$ cat src/rtl/irtc_pkg.sv
package irtc_pkg;
    localparam int PIN_NMI   = 0;
    localparam int PIN_INTR  = 1;
    localparam int PIN_TEST  = 2;
    localparam int PIN_RESET = 3;
    localparam int PIN_COUNT = 4;

    typedef enum logic [1:0] {
        SRC_NONE = 2'd0,
        SRC_NMI  = 2'd1,
        SRC_INTR = 2'd2
    } irq_src_e;
endpackage

$ cat src/rtl/irtc_sync.sv
module irtc_sync #(
    parameter int WIDTH  = 4,
    parameter int STAGES = 2
) (
    input  logic             clk,
    input  logic             rst_n,
    input  logic [WIDTH-1:0] raw_i,
    output logic [WIDTH-1:0] sync_o
);
    logic [WIDTH-1:0] stage_q [STAGES];
    logic [WIDTH-1:0] stage_d [STAGES];

    generate
        for (genvar s = 0; s < STAGES; s++) begin : g_stage
            if (s == 0) begin : g_first
                always_comb stage_d[s] = raw_i;
            end else begin : g_next
                always_comb stage_d[s] = stage_q[s-1];
            end
            always_ff @(posedge clk or negedge rst_n) begin
                if (!rst_n) stage_q[s] <= '0;
                else        stage_q[s] <= stage_d[s];
            end
        end
    endgenerate

    assign sync_o = stage_q[STAGES-1];
endmodule

$ cat src/rtl/irtc_rst_qual.sv
module irtc_rst_qual #(
    parameter int MIN_CLKS = 4
) (
    input  logic clk,
    input  logic rst_n,
    input  logic req_sync,
    output logic reset_valid
);
    localparam int CW = $clog2(MIN_CLKS + 1);
    localparam logic [CW-1:0] CNT_MAX = CW'(MIN_CLKS);

    typedef struct packed {
        logic [CW-1:0] run;
    } qual_t;

    qual_t st_q, st_d;

    always_comb begin
        st_d = st_q;
        if (!req_sync)              st_d.run = '0;
        else if (st_q.run != CNT_MAX) st_d.run = st_q.run + 1'b1;
    end

    always_ff @(posedge clk or negedge rst_n) begin
        if (!rst_n) st_q <= '0;
        else        st_q <= st_d;
    end

    assign reset_valid = (st_q.run == CNT_MAX);
endmodule

$ cat src/rtl/irtc_arbiter.sv
module irtc_arbiter
    import irtc_pkg::*;
(
    input  logic     boundary,
    input  logic     blocked,
    input  logic     nmi_pending,
    input  logic     intr_level,
    input  logic     ie_flag,
    output irq_src_e src
);
    always_comb begin
        src = SRC_NONE;
        if (boundary && !blocked) begin
            if (nmi_pending)                src = SRC_NMI;
            else if (intr_level && ie_flag) src = SRC_INTR;
        end
    end
endmodule

$ cat src/rtl/irq_rst_test_ctrl.sv
module irq_rst_test_ctrl
    import irtc_pkg::*;
#(
    parameter int          SYNC_STAGES  = 2,
    parameter int          MIN_RST_CLKS = 4,
    parameter int          TYPE_W       = 8,
    parameter logic [7:0]  NMI_TYPE     = 8'h02
) (
    input  logic              clk,
    input  logic              pwr_rst_n,
    input  logic              nmi_pin,
    input  logic              intr_pin,
    input  logic              test_pin,
    input  logic              reset_pin,
    input  logic              ie_flag,
    input  logic              last_clk,
    input  logic              wait_test,
    input  logic              irq_ack,
    output logic              take_interrupt,
    output logic [TYPE_W-1:0] interrupt_type,
    output logic              need_intack,
    output logic              stall,
    output logic              core_reset
);
    localparam logic [TYPE_W-1:0] NMI_VEC = TYPE_W'(NMI_TYPE);

    typedef struct packed {
        logic nmi_prev;
        logic nmi_pend;
    } nmi_state_t;

    logic [PIN_COUNT-1:0] pins_raw, pins_sync;
    logic                 nmi_rise;
    irq_src_e             src;
    nmi_state_t           st_q, st_d;

    always_comb begin
        pins_raw            = '0;
        pins_raw[PIN_NMI]   = nmi_pin;
        pins_raw[PIN_INTR]  = intr_pin;
        pins_raw[PIN_TEST]  = test_pin;
        pins_raw[PIN_RESET] = reset_pin;
    end

    irtc_sync #(.WIDTH(PIN_COUNT), .STAGES(SYNC_STAGES)) u_sync (
        .clk    (clk),
        .rst_n  (pwr_rst_n),
        .raw_i  (pins_raw),
        .sync_o (pins_sync)
    );

    irtc_rst_qual #(.MIN_CLKS(MIN_RST_CLKS)) u_rst (
        .clk         (clk),
        .rst_n       (pwr_rst_n),
        .req_sync    (pins_sync[PIN_RESET]),
        .reset_valid (core_reset)
    );

    assign nmi_rise = pins_sync[PIN_NMI] && !st_q.nmi_prev;

    always_comb begin
        st_d          = st_q;
        st_d.nmi_prev = pins_sync[PIN_NMI];
        if (core_reset)   st_d.nmi_pend = 1'b0;
        else if (nmi_rise) st_d.nmi_pend = 1'b1;
        else if (irq_ack)  st_d.nmi_pend = 1'b0;
    end

    always_ff @(posedge clk or negedge pwr_rst_n) begin
        if (!pwr_rst_n) st_q <= '0;
        else            st_q <= st_d;
    end

    irtc_arbiter u_arb (
        .boundary    (last_clk),
        .blocked     (core_reset),
        .nmi_pending (st_q.nmi_pend),
        .intr_level  (pins_sync[PIN_INTR]),
        .ie_flag     (ie_flag),
        .src         (src)
    );

    assign take_interrupt = (src != SRC_NONE);
    assign need_intack    = (src == SRC_INTR);
    assign interrupt_type = (src == SRC_NMI) ? NMI_VEC : '0;
    assign stall          = wait_test && pins_sync[PIN_TEST] && !core_reset;
endmodule

$ cat config.mk
export PLATFORM = sky130hd
export DESIGN_NAME = irq_rst_test_ctrl
export DESIGN_NICKNAME = d
export VERILOG_FILES = /design/src/rtl/irtc_pkg.sv /design/src/rtl/irtc_sync.sv /design/src/rtl/irtc_rst_qual.sv /design/src/rtl/irtc_arbiter.sv /design/src/rtl/irq_rst_test_ctrl.sv
export SDC_FILE = /design/constraint.sdc
export NUM_CORES = 1
export LEC_CHECK = 0
export BUFFER_PORTS_ARGS = -buffer_cell sky130_fd_sc_hd__buf_2
export CAP_MARGIN = 30
export CORE_AREA = 2 2 39 41
export CTS_CLUSTER_DIAMETER = 30
export DETAILED_ROUTE_END_ITERATION = 16
export DIE_AREA = 0 0 41 43
export GPL_ROUTABILITY_DRIVEN = 0
export PLACE_DENSITY = 0.73
export SLEW_MARGIN = 20
export SYNTH_ARGS = -nofsm -noshare
export SYNTH_HDL_FRONTEND = slang
export SYNTH_SLANG_ARGS = --single-unit
$ cat constraint.sdc
create_clock -name clk -period 1.25 [get_ports clk]
set_input_delay 0 -clock clk [delete_from_list [all_inputs] [get_ports clk]]
set_output_delay 0 -clock clk [all_outputs]
set_load 0.02 [all_outputs]
Yosys cells after proc, flatten, opt, wreduce, memory -nomap -nowiden
Cells that the tools add are included.
{ "totals": {"ff_bits": 13, "output_inout_bits": 12, "elab_cells": 29} }
{ "classes": {"add_sub_neg": 1, "eq_ne": 5, "mux": 9, "reduce_logical": 9} }
{ "op_table": {"columns": ["op", "n"], "rows": [
  ["$mux W2", 4],
  ["$mux W3", 2],
  ["$logic_and A1 B1 Y1", 5],
  ["$add A3 B1 Y3 const B", 1],
  ["$eq A3 B3 Y1 const B", 1],
  ["$mux W1", 3],
  ["$ne A3 B3 Y1 const B", 1],
  ["$reduce_bool A3 Y1", 1],
  ["$eq A2 B1 Y1 const B", 1],
  ["$eq A2 B2 Y1 const B", 1],
  ["$logic_not A1 Y1", 2],
  ["$ne A2 B1 Y1 const B", 1],
  ["$reduce_bool A2 Y1", 1]
]} }

Logic depth before layout (Yosys ltp)
{ "logic_depth": {"word_depth": 6, "ltp_mapped": 5, "depth_no_buf": 5} }

Cells and area by module
A second synthesis with hierarchy kept.
{ "unflattened": {"hier_cells": 46, "area_unflattened_um2": 555.5} }
{ "by_module_without_submodules": {"columns": ["module", "instances", "cells_each", "area_per_inst_um2"], "rows": [
  ["irtc_sync", 1, 8, 200.2],
  ["irtc_rst_qual", 1, 17, 171.4],
  ["irq_rst_test_ctrl", 1, 18, 161.4],
  ["irtc_arbiter", 1, 3, 22.5]
]} }

Least setup slack after synthesis
OpenSTA, ideal clock, no wires.
{ "synth_timing": {"path_type": "flip-flop to output port", "startpoint": "register u_rst.st_q[0] in the netlist's numbering", "endpoint": "output port need_intack", "t_arrival_ps": 1146, "setup_slack_ps": 104, "stages_incl_launch_ff": 5, "path_cell_list": "dfrtp_1 -> inv_1 -> ha_1 -> a21bo_1 -> nor3_2"} }
{ "synth_between": {"elab_chain_cells": 5} }
{ "synth_lines": {"columns": ["element", "line_no", "text"], "rows": [
  ["from (decl)", "irtc_rst_qual.sv:16", "qual_t st_q, st_d;"],
  ["from (signal assigned)", "irtc_rst_qual.sv:26", "else st_q <= st_d;"],
  ["$eq A3 B3 Y1", "irtc_rst_qual.sv:29", "assign reset_valid = (st_q.run == CNT_MAX);"],
  ["$logic_not A1 Y1", "irtc_arbiter.sv:13", "if (boundary && !blocked) begin"],
  ["$logic_and A1 B1 Y1", "irtc_arbiter.sv:13", null],
  ["$mux W2", "irtc_arbiter.sv:13", null],
  ["$eq A2 B2 Y1", "irq_rst_test_ctrl.sv:84", "assign need_intack = (src == SRC_INTR);"],
  ["to (decl)", "irq_rst_test_ctrl.sv:21", "output logic need_intack,"]
]} }
Every way passes these cells.

Worst setup path in the final report
{ "layout_timing": {"startpoint": "register u_rst.st_q[1] in the netlist's numbering", "endpoint": "output port need_intack"} }
Same word-level chain as after synthesis.

==> impl_metrics.csv <==
group,metric,value,unit
finish,layout_common_cells,"dfrtp_1 (13), buf_2 (9), conb_1 (7)",
sta,setup_viol,3,
critical_path,path_cells,"inv_2, ha_4, a21bo_1, nor3_2, buf_4",
sta,fin_crit_sh,1.05,
run_status,outcome,"complete, but fails checks",
critical_path,crit_slowest_cell,"dfrtp_1",
pwr,finalPower,928,uW
finish,final_common_cell,"dfrtp_1",
floorplan,coreArea,1380,um^2
synthesis,yosys_warnings,0,
routing,drcViolationCount,0,
finish,fin_nets,86,
critical_path,crit_fanout,3,
pwr,switching_share,0.266,
flow_run,drv_cap,0,
pwr,ir_drop,0.000597,V
clock_tree,clk_pin_slew_worst_paths,70,ps
synthesis,syn_area,538,um^2
grt,grt_overflow,0,
grt,grt_antenna_before_repair,0,
critical_path,startpoint_type,"flop",
grt,grt_max_degree,14,
sta,drv_slew,0,
grt,first_global_vias,386,
finish,area_growth,42.8,%
routing,drtAntennaViolNets,0,
synthesis,yosysSeqAreaShare,0.605,
floorplan,start_util,0.389,
pwr,p_comb_frac,0.231,
clock_tree,clock-sinks,13,
clock_tree,root_buffer,"clkbuf_4",
synthesis,syn_inst,46,
pwr,leakagePower,0.000384,uW
floorplan,die_w,41,um
routing,drtIter0Drc,2,
pwr,p_int,681,uW
synthesis,ys_seq_elements,13,
floorplan,dieArea,1760,um^2
sta,finClkSkew,0.638,ps
routing,wire_per_inst,10.9,um
finish,stdcell_area,768,um^2
synthesis,synth_top_area_frac,0.605,
clock_tree,clk_latency,260,ps
sta,worst_slack,-63.0,ps
sta,finalCriticalPeriod,1310,ps
finish,antenna_cells,0,
critical_path,max_stage_delay,370,ps
run_status,violations,"negative setup slack",
placed_design,portBuffers,14,
placed_design,post-dp-hpwl,576,um
routing,vias,385,
critical_path,worstPathArrival,1310,ps
synthesis,synth_area_leaders,"dfrtp_1 (60%), buf_4 (9.8%), ha_1 (4.7%)",
sta,timing.hold.ws,138,ps
clock_tree,h-tree-depth,1,
routing,first_pass_iters,4,
synthesis,synth_area_leader_cell,"dfrtp_1",
placed_design,place_area,598,um^2
clock_tree,cts_tree,"built",
sta,rsz0062_at_grt,"yes",
clock_tree,cts_buffers,3,
critical_path,required,1250,ps
routing,via_per_inst,4.33,
synthesis,syn_area_per_cell,11.7,um^2
min_path,min-delay-path-class,"in -> async",
pwr,p_per_area,1210,nW/um^2
pwr,p_sw,247,uW
synthesis,synth_cell_type_count,19,
pwr,seqPwrFrac,0.509,
floorplan,ios,22,
finish,layout-drive-gt1-share,0.425,
pwr,clkPwrFrac,0.261,
sta,max_freq,762,MHz
floorplan,die_y,43,um
placed_design,place_ws,53.7,ps
grt,grt_util_all_layers,0.138,
clock_tree,cts_buffer_depth,2,
sta,finalHoldViolations,0,
grt,grt_pass1_wl,1550,um
critical_path,crit_type,"reg -> out",
routing,wl,970,um
floorplan,rows,14,
critical_path,cp-end-kind,"output port",
[worst paths after layout]
| path | start | end | slack, ps | cells past startpoint |
|---|---|---|---|---|
| worst max-delay path | u_rst.st_q[1]$_DFFE_PN0P_ | need_intack | -60 | 5 |
| worst min-delay path | pwr_rst_n | u_sync.sync_o[0]$_DFF_PN0_ | 140 | 2 |
| worst max register to register | u_rst.st_q[0]$_DFFE_PN0P_ | u_rst.st_q[2]$_DFFE_PN0P_ | 150 | 4 |
| worst min register to register | u_sync.stage_d[3]$_DFF_PN0_ | u_sync.sync_o[3]$_DFF_PN0_ | 350 | 0 |
| max in group asynchronous | pwr_rst_n | u_rst.st_q[1]$_DFFE_PN0P_ | 900 | 2 |
| min in group clk | u_sync.stage_d[3]$_DFF_PN0_ | u_sync.sync_o[3]$_DFF_PN0_ | 350 | 0 |
[sequential cells by signal, summed over array words and instances, names as in the netlist]
signal	flops
st_q	2
u_rst.st_q	3
u_sync.stage_d	4
u_sync.sync_o	4
[cells in the mapped netlist]
cell type  instances
dfrtp_1           13
buf_4              7
inv_1              3
nand2_1            3
o21ai_0            3
ha_1               2
nand2b_1           2
nand4_1            2
a21bo_1            1
a21oi_1            1
a21oi_2            1
a31oi_1            1
and3_1             1
and3_2             1
conb_1             1
inv_2              1
nor2_1             1
nor3_2             1
or2b_1             1
[metrics by stage]
stage	cells	utilization	setup TNS, ps
after floorplan	52	-	0
after global placement	75	0.432	0
after detailed placement	75	0.432	0
after CTS	88	0.531	-259
after global routing	89	0.555	-460
final	89	0.555	-137
[worst max-delay path, delay by kind of cell (launching register included)]
| family | cells | cell delay, ps |
|---|---|---|
| buffers and inverters | 2 | 220 |
| flip-flops | 1 | 370 |
| AO/OA/AOI/OAI | 1 | 190 |
| adder cells (fa/ha/maj) | 1 | 170 |
| AND/OR/NAND/NOR | 1 | 100 |
[what timing repair did]
item                       in CTS  in global routing
pin swaps                       5                  1
buffers inserted                3                  1
gates resized for setup         9                  8
hold endpoints to repair       18                  0
setup endpoints to repair       5                  5
hold buffers                    6                  0
[metal layers]
layer	vias up	GRT usage	routed length [um]
li1	189	-	-
met1	178	0.169	367
met2	16	0.203	538
met3	2	0.0157	53
met4	0	0.120	11
met5	-	0	0
[logic make-up (layout without fill, tap and decap cells)]
| family | Yosys count | in the layout | share of synthesized area |
|---|---|---|---|
| flops | 13 | 13 | 0.605 |
| simple gates | 12 | 12 | 0.133 |
| buf+inv | 11 | 32 | 0.126 |
| compound gates | 7 | 7 | 0.0837 |
| fa+ha+maj | 2 | 2 | 0.0465 |
| other cells | 1 | 7 | 0.00697 |
[cell type report]
type / instances / area, um^2
Multi-Input combinational cell: 28 / 194
Clock buffer: 4 / 26.3
Tap cell: 16 / 20.0
Fill cell: 121 / 616
Sequential cell: 13 / 325
Inverter: 4 / 15.0
Timing Repair Buffer: 24 / 188
[power by group through the flow]
stage / logic [uW] / registers (uW) / clock network [uW]
after floorplan: 104 / 475 / 0
after CTS: 182 / 469 / 253
after global routing: 236 / 476 / 274
final: 214 / 472 / 242
after detailed placement: 126 / 481 / 0
after global placement: 125 / 478 / 0
(Power assumes the default switching activity.)
